### src/rtl/sysctl_pkg.sv
package sysctl_pkg;
   localparam int unsigned ADDR_W = 10;
   localparam int unsigned DATA_W = 32;
   localparam int unsigned KEY_W  = 16;

   typedef logic [ADDR_W-1:0] word_addr_t;
   typedef logic [DATA_W-1:0] word_t;

   // word indices (byte offset >> 2)
   localparam word_addr_t WA_LOCK   = 10'h008;
   localparam word_addr_t WA_CFG    = 10'h00A;
   localparam word_addr_t WA_VF_SET = 10'h00C;
   localparam word_addr_t WA_VF_CLR = 10'h00D;
   localparam word_addr_t WA_RF_SET = 10'h00E;
   localparam word_addr_t WA_RF_CLR = 10'h00F;
   localparam word_addr_t WA_RSTCTL = 10'h010;
   localparam word_addr_t WA_TICK   = 10'h017;
   localparam word_addr_t WA_ID0    = 10'h021;
   localparam word_addr_t WA_ID1    = 10'h022;

   localparam word_t            UNLOCK_KEY = 32'h0000_A05F;
   localparam logic [KEY_W-1:0] KEEP_MASK  = 16'h7FFF;
endpackage

### src/rtl/sysctl_lock.sv
module sysctl_lock
   import sysctl_pkg::*;
(
   input  logic             clk,
   input  logic             rst_n,
   input  logic             wr,
   input  word_t            wdata,
   output logic [KEY_W-1:0] lock_q,
   output logic             unlocked
);
   always_ff @(posedge clk) begin
      if (!rst_n) begin
         lock_q <= '0;
      end else if (wr) begin
         if (wdata == UNLOCK_KEY)
            lock_q <= UNLOCK_KEY[KEY_W-1:0];
         else
            lock_q <= wdata[KEY_W-1:0] & KEEP_MASK;
      end
   end

   assign unlocked = (lock_q == UNLOCK_KEY[KEY_W-1:0]);
endmodule

### src/rtl/sysctl_setclr.sv
module sysctl_setclr #(
   parameter int unsigned W = 32
) (
   input  logic         clk,
   input  logic         rst_n,
   input  logic         set_en,
   input  logic         clr_en,
   input  logic [W-1:0] bits,
   output logic [W-1:0] q
);
   always_ff @(posedge clk) begin
      if (!rst_n)
         q <= '0;
      else if (set_en)
         q <= q | bits;
      else if (clr_en)
         q <= q & ~bits;
   end
endmodule

### src/rtl/sysctl_rstctl.sv
module sysctl_rstctl #(
   parameter int unsigned LVL_W = 8
) (
   input  logic             clk,
   input  logic             rst_n,
   input  logic             por_n,
   input  logic             wr,
   input  logic             unlocked,
   input  logic [LVL_W-1:0] level_in,
   output logic [LVL_W-1:0] level_q,
   output logic             req_q
);
   logic take;
   assign take = wr && unlocked;

   always_ff @(posedge clk) begin
      if (!por_n)
         level_q <= '0;
      else if (take)
         level_q <= level_in;
   end

   always_ff @(posedge clk) begin
      if (!rst_n)
         req_q <= 1'b0;
      else
         req_q <= take;
   end
endmodule

### src/rtl/sysctl_tick.sv
module sysctl_tick #(
   parameter int unsigned W = 32
) (
   input  logic         clk,
   input  logic         rst_n,
   input  logic         tick_en,
   output logic [W-1:0] cnt_q
);
   always_ff @(posedge clk) begin
      if (!rst_n)
         cnt_q <= '0;
      else if (tick_en)
         cnt_q <= cnt_q + 1'b1;
   end
endmodule

### src/rtl/sysctl_regfile.sv
module sysctl_regfile
   import sysctl_pkg::*;
#(
   parameter int unsigned VF_W     = 32,
   parameter int unsigned RF_W     = 32,
   parameter int unsigned CNT_W    = 32,
   parameter int unsigned RSTLVL_W = 8,
   parameter int unsigned NUM_CFG  = 2,
   parameter logic [31:0] PROC_ID0 = 32'h5A00_0001,
   parameter logic [31:0] PROC_ID1 = 32'h5A00_0002
) (
   input  logic        clk,
   input  logic        rst_n,
   input  logic        por_n,
   input  logic        tick_en,
   input  logic [9:0]  addr,
   input  logic [31:0] wdata,
   input  logic        wr_en,
   input  logic        rd_en,
   output logic [31:0] rdata,
   output logic        sys_rst_req
);
   // system reset also follows power-on reset
   logic sys_n;
   assign sys_n = rst_n & por_n;

   logic [KEY_W-1:0]    lock_q;
   logic                unlocked;
   logic [VF_W-1:0]     vflags_q;
   logic [RF_W-1:0]     rflags_q;
   logic [CNT_W-1:0]    cnt_q;
   logic [RSTLVL_W-1:0] rstlvl_q;
   word_t               cfg_q [NUM_CFG];
   word_t               rd_mux;

   sysctl_lock u_lock (
      .clk      (clk),
      .rst_n    (sys_n),
      .wr       (wr_en && addr == WA_LOCK),
      .wdata    (wdata),
      .lock_q   (lock_q),
      .unlocked (unlocked)
   );

   sysctl_setclr #(.W(VF_W)) u_vflags (
      .clk    (clk),
      .rst_n  (sys_n),
      .set_en (wr_en && addr == WA_VF_SET),
      .clr_en (wr_en && addr == WA_VF_CLR),
      .bits   (wdata[VF_W-1:0]),
      .q      (vflags_q)
   );

   sysctl_setclr #(.W(RF_W)) u_rflags (
      .clk    (clk),
      .rst_n  (por_n),
      .set_en (wr_en && addr == WA_RF_SET),
      .clr_en (wr_en && addr == WA_RF_CLR),
      .bits   (wdata[RF_W-1:0]),
      .q      (rflags_q)
   );

   sysctl_rstctl #(.LVL_W(RSTLVL_W)) u_rstctl (
      .clk      (clk),
      .rst_n    (sys_n),
      .por_n    (por_n),
      .wr       (wr_en && addr == WA_RSTCTL),
      .unlocked (unlocked),
      .level_in (wdata[RSTLVL_W-1:0]),
      .level_q  (rstlvl_q),
      .req_q    (sys_rst_req)
   );

   sysctl_tick #(.W(CNT_W)) u_tick (
      .clk     (clk),
      .rst_n   (sys_n),
      .tick_en (tick_en),
      .cnt_q   (cnt_q)
   );

   for (genvar g = 0; g < NUM_CFG; g++) begin : g_cfg
      always_ff @(posedge clk) begin
         if (!por_n)
            cfg_q[g] <= '0;
         else if (wr_en && addr == WA_CFG + ADDR_W'(g))
            cfg_q[g] <= wdata;
      end
   end

   always_comb begin
      rd_mux = '0;
      case (addr)
         WA_LOCK:   rd_mux = {15'b0, ~unlocked, lock_q};
         WA_VF_SET: rd_mux = DATA_W'(vflags_q);
         WA_RF_SET: rd_mux = DATA_W'(rflags_q);
         WA_RSTCTL: rd_mux = DATA_W'(rstlvl_q);
         WA_TICK:   rd_mux = DATA_W'(cnt_q);
         WA_ID0:    rd_mux = PROC_ID0;
         WA_ID1:    rd_mux = PROC_ID1;
         default:   rd_mux = '0;
      endcase
      for (int i = 0; i < NUM_CFG; i++) begin
         if (addr == WA_CFG + ADDR_W'(i))
            rd_mux = cfg_q[i];
      end
   end

   always_ff @(posedge clk) begin
      if (!sys_n)
         rdata <= '0;
      else if (rd_en)
         rdata <= rd_mux;
   end
endmodule

### config.mk
export PLATFORM = sky130hd
export DESIGN_NAME = sysctl_regfile
export DESIGN_NICKNAME = d
export VERILOG_FILES = /design/src/rtl/sysctl_pkg.sv /design/src/rtl/sysctl_lock.sv /design/src/rtl/sysctl_setclr.sv /design/src/rtl/sysctl_rstctl.sv /design/src/rtl/sysctl_tick.sv /design/src/rtl/sysctl_regfile.sv
export SDC_FILE = /design/constraint.sdc
export NUM_CORES = 1
export LEC_CHECK = 0
export CORE_MARGIN = 1.5
export CORE_UTILIZATION = 40
export CTS_BUF_LIST = sky130_fd_sc_hd__clkbuf_8
export DETAILED_ROUTE_END_ITERATION = 10
export PLACE_DENSITY = 0.68
export SYNTH_ARGS = -nofsm -noshare
export SYNTH_HDL_FRONTEND = slang
export SYNTH_SLANG_ARGS = --single-unit
### constraint.sdc
create_clock -name clk -period 3.6 [get_ports clk]
set_clock_uncertainty 0.2 [all_clocks]
set_input_delay 1.08 -clock clk [delete_from_list [all_inputs] [get_ports clk]]
set_output_delay 1.08 -clock clk [all_outputs]
set_load 0.03 [all_outputs]
After elaboration in Yosys (flattened, before gate mapping)
Memories as Yosys holds them, arrays and structs flattened. Index checks and enable logic that the tools add are counted.

Equal/unequal tests: 13. Reductions and logical operators: 11. Muxes and demuxes: 17. Add/sub/neg operators: 1. Bitwise operators: 9.

Operator list (count): $mux 32 (8); $pmux 32 s7 (1); $eq 10x4->1 const B (7); $and 32x32->32 (2); $or 32x32->32 (2); $add 32x1->32 const B (1); $eq 32x16->1 const B (1); $not 32->32 (1); $eq 10x5->1 const B (2); $eq 10x6->1 const B (2); $eq 16x16->1 const B (1); $mux 16 (1); $logic_and 1x1->1 (9); $mux 1 (7); $reduce_bool 2->1 (2); $or 1x1->1 (2); $and 1x1->1 (1); $not 1->1 (1).

RAM bits: 64. Output and inout bits: 33. Word-level logic and storage cells: 59. Flip-flop bits (word level): 153. Memories kept: 1.

Memory list: cfg_q (depth 2, width 32, read ports 2, clocked after Yosys merged registers in 0, wr ports 2, RTL line sysctl_regfile.sv:33) `word_t cfg_q [NUM_CFG];`.

Depth between registers and ports, before layout
Word-level depth: 6. Gate-level depth with buffers: 8. Gate-level depth less buffers: 6.

By module
From an unflattened synthesis, not the netlist that was laid out.

Cells, all modules: 1085. Area total of the unflattened synthesis: 10620.2 um^2.

Modules (own cells, without submodules): sysctl_regfile (instances 1, cells an instance 519, area an instance 5238.8 um^2, seq. area each 2562.5 um^2); sysctl_setclr (instances 2, cells an instance 141, area an instance 1346.3 um^2, seq. area each 640.6 um^2); sysctl_tick (instances 1, cells an instance 176, area an instance 1562.7 um^2, seq. area each 640.6 um^2); sysctl_lock (instances 1, cells an instance 68, area an instance 739.5 um^2, seq. area each 320.3 um^2); sysctl_rstctl (instances 1, cells an instance 40, area an instance 386.6 um^2, seq. area each 180.2 um^2).

Least setup slack after synthesis
No wires, ideal clock.

Kind: input -> register. From: in addr[1]. To: mem cfg_q[0][0] (netlist bit), enable pin. Buffers on the path: 4. Setup slack: 219 ps. Data arrival time: 2791 ps. Cell stages on the path: 6. Cell sequence: buf_2 -> buf_2 -> buf_2 -> clkbuf_1 -> nand4_1 -> nand2_1.

RTL lines: start: declaration (RTL line sysctl_regfile.sv:16) `input logic [9:0] addr,`; end: declaration (RTL line sysctl_regfile.sv:33).

Final worst setup path
From: in addr[5]. To: reg rdata[30].

Word-level cells in the longest chain between the ends: 4. Elaborated cells between the ends (all ways): 12. Those cells by class: eq/ne: 9; mux: 3.

RTL lines: $eq 10x6->1 (tied with other cells) (RTL line sysctl_regfile.sv:92) `case (addr)`; $pmux 32 s7 (RTL line sysctl_regfile.sv:92); $mux 32 (RTL line sysctl_regfile.sv:103) `if (addr == WA_CFG + ADDR_W'(i))`; $mux 32 (*) (RTL line sysctl_regfile.sv:103); end signal: assignment (RTL line sysctl_regfile.sv:112) `rdata <= rd_mux;`; end: declaration (RTL line sysctl_regfile.sv:20) `output logic [31:0] rdata,`.

Every way passes the cells marked *; elsewhere a longest branch is shown, timed or not. A chain may end at the register's enable or synchronous reset.

==> results.json <==
{
  "post_cts_resized": 0,
  "syn_area_um2": 10200,
  "ir_drop_uv": 239,
  "n_antenna_cell": 0,
  "hold_path_class": "reg2reg",
  "ys_types": 63,
  "root_buffer": "clkbuf_8",
  "slew_headroom_pct": 54.5,
  "yosys.area.top_type": "dfxtp_1",
  "cp_cell_sequence": "clkdlybuf4s50_1 -> nor4_4 -> nand3_2 -> nor3_1 -> nor4_1 -> a2111oi_1",
  "max_slew.worst_pin.slew_ps": 678,
  "floorplan.initialDensity_pct": 40.6,
  "cts_tree": "yes",
  "ios": 81,
  "drc": 0,
  "arrival_ps": 3170,
  "utilization_pct": 49.2,
  "coreArea_um2": 25000,
  "ant_nets": 0,
  "track_usage_pct": 22.1,
  "status": "finished, final reports clean",
  "yosysMostFrequentCell": "dfxtp_1",
  "vias": 8517,
  "dieHeight_um": 162,
  "post-route-min-period_ps": 2970,
  "first_iter_violations": 755,
  "syn_inst": 1060,
  "worst-path-max-fanout": 9,
  "clk_latency_ps": 550,
  "grt_max_degree": 39,
  "clk_pin_slew_ps": 60,
  "port_buffers": 80,
  "grt_pass1_wl_um": 45300,
  "synth_top_area_share_pct": 30.1,
  "synth_edf_count": 64,
  "dieArea_um2": 26400,
  "finalWirelength_um": 29100,
  "synth_seq_area_share_pct": 49.0,
  "start_kind": "input pin",
  "final_max_slew_viol_count": 0,
  "synth_seq_cells": 217,
  "synth_area_leaders": "dfxtp_1 30%, edfxtp_1 19%, a21oi_1 5.4%, nand2_1 5.4%, a21o_1 4.7%",
  "cap_violations": 0,
  "gp_congestion": 0.890,
  "hpwl_um": 19500,
  "antenna_found_initial": 0,
  "wl_per_cell_um": 19.2,
  "power_leakage_nw": 4.78,
  "ys.flop_type": "dfxtp_1",
  "cpMaxStageDelayCell": "clkdlybuf4s50_1",
  "syn_nets": 1109,
  "drive_above_1_share_pct": 14.9,
  "rows": 58,
  "crit_type": "in2reg",
  "required_ps": 3810,
  "setup_tns_ps": 0,
  "hold_buffers": 0,
  "grt_remaining_overflow": 0,
  "syn_avg_cell_area_um2": 9.59,
  "yosysWarnings": 0,
  "synth_common_cells": "153 x dfxtp_1, 145 x nand2_1, 109 x a21oi_1",
  "syn_to_final_growth_pct": 21.3,
  "async_flop_share_pct": 0,
  "max_freq_mhz": 337,
  "post_cts_buffers": 0,
  "critPathMaxStageDelay_ps": 500,
  "final_nets": 1208,
  "htree_num_levels": 2,
  "cellPowerDensity_nw_per_um2": 414,
  "vias_per_cell": 5.61,
  "dr.pass1.iters": 4,
  "critPathCaptureType": "register",
  "clockBufferDepth": 3,
  "setup_viol": 0,
  "fp.dieW_um": 162,
  "rsz0062_at_grt": "false",
  "min_period_over_period_pct": 82.4,
  "cts.sinks": 217,
  "cts_buffers": 37,
  "first_global_vias": 8232,
  "finalHoldViolations": 0
}
==> metrics by stage <==
stage               power, mW  worst slack [ps]  area, µm²  cells  hold slack (ps)
floorplan                2.76               219      10200   1060              236
global placement         2.94               118      11600   1450              243
detailed placement       2.94               121      11600   1450              238
CTS                      5.13               617      12300   1518              246
global route             5.27               516      12300   1518              261
finish                   5.11               632      12300   1518              246
==> cell usage in the layout (no fill, tap or decap), types with 40 or more instances in the layout <==
cell type,synthesis,routed
a21oi_1,109,109
and2_1,66,66
buf_4,4,55
o21ai_0,43,43
nor2_1,55,53
dfxtp_1,153,153
nand2_1,145,144
clkdlybuf4s50_1,0,77
clkbuf_8,1,40
a21o_1,64,64
edfxtp_1,64,64
==> worst paths after layout <==
path / start / end / slack (ps) / cells after the start
worst max-delay path: addr[5] / rdata[30] / 630 / 6
worst min-delay path: rdata[19] / rdata[19] / 250 / 2
worst max register to register: u_lock.lock_q[10] / u_rstctl.level_q[0] / 1170 / 6
worst min register to register: rdata[19] / rdata[19] / 250 / 2
==> where the power goes <==
| part | leakage [nW] | internal, mW | switching (mW) |
|---|---|---|---|
| clock network | 0.422 | 1.18 | 1.04 |
| registers | 1.84 | 2.55 | 0.0115 |
| logic | 2.52 | 0.128 | 0.202 |
| total | 4.78 | 3.86 | 1.25 |
==> worst max-delay path, delay by kind of cell <==
family | cells | cell delay, ps
AOI/OAI and AO/OA | 1 | 390
buffers and inverters | 1 | 500
and+or+nand+nor | 4 | 1200
==> layer usage <==
layer | track usage (%) | routed length (µm) | vias to the layer above | share of wire, %
met5 | 0 | 0 | - | 0
met1 | 30.1 | 13000 | 4140 | 45
met4 | 6.67 | 598 | 0 | 2.1
li1 | - | - | 4023 | -
met3 | 3.44 | 1850 | 51 | 6.4
met2 | 36.2 | 13700 | 303 | 47
==> logic make-up after synthesis <==
family | count (synthesis) | share of synthesized area [%]
AO/OA/AOI/OAI | 297 | 18.9
buffers and inverters | 97 | 4.43
XOR/XNOR | 27 | 2.33
AND/OR/NAND/NOR | 386 | 19.8
flip-flops | 217 | 49.0
adder cells (fa/ha/maj) | 1 | 0.123
multiplexers | 35 | 5.35
==> final cells by class <==
cell class	count	area, µm²
Fill cell	2305	12700
Sequential cell	217	4980
Multi-Input combinational cell	746	4760
Timing Repair Buffer	145	1400
Clock buffer	40	551
Tap cell	330	413
Clock inverter	28	178
Inverter	12	45.0
(Power assumes the default switching activity.)
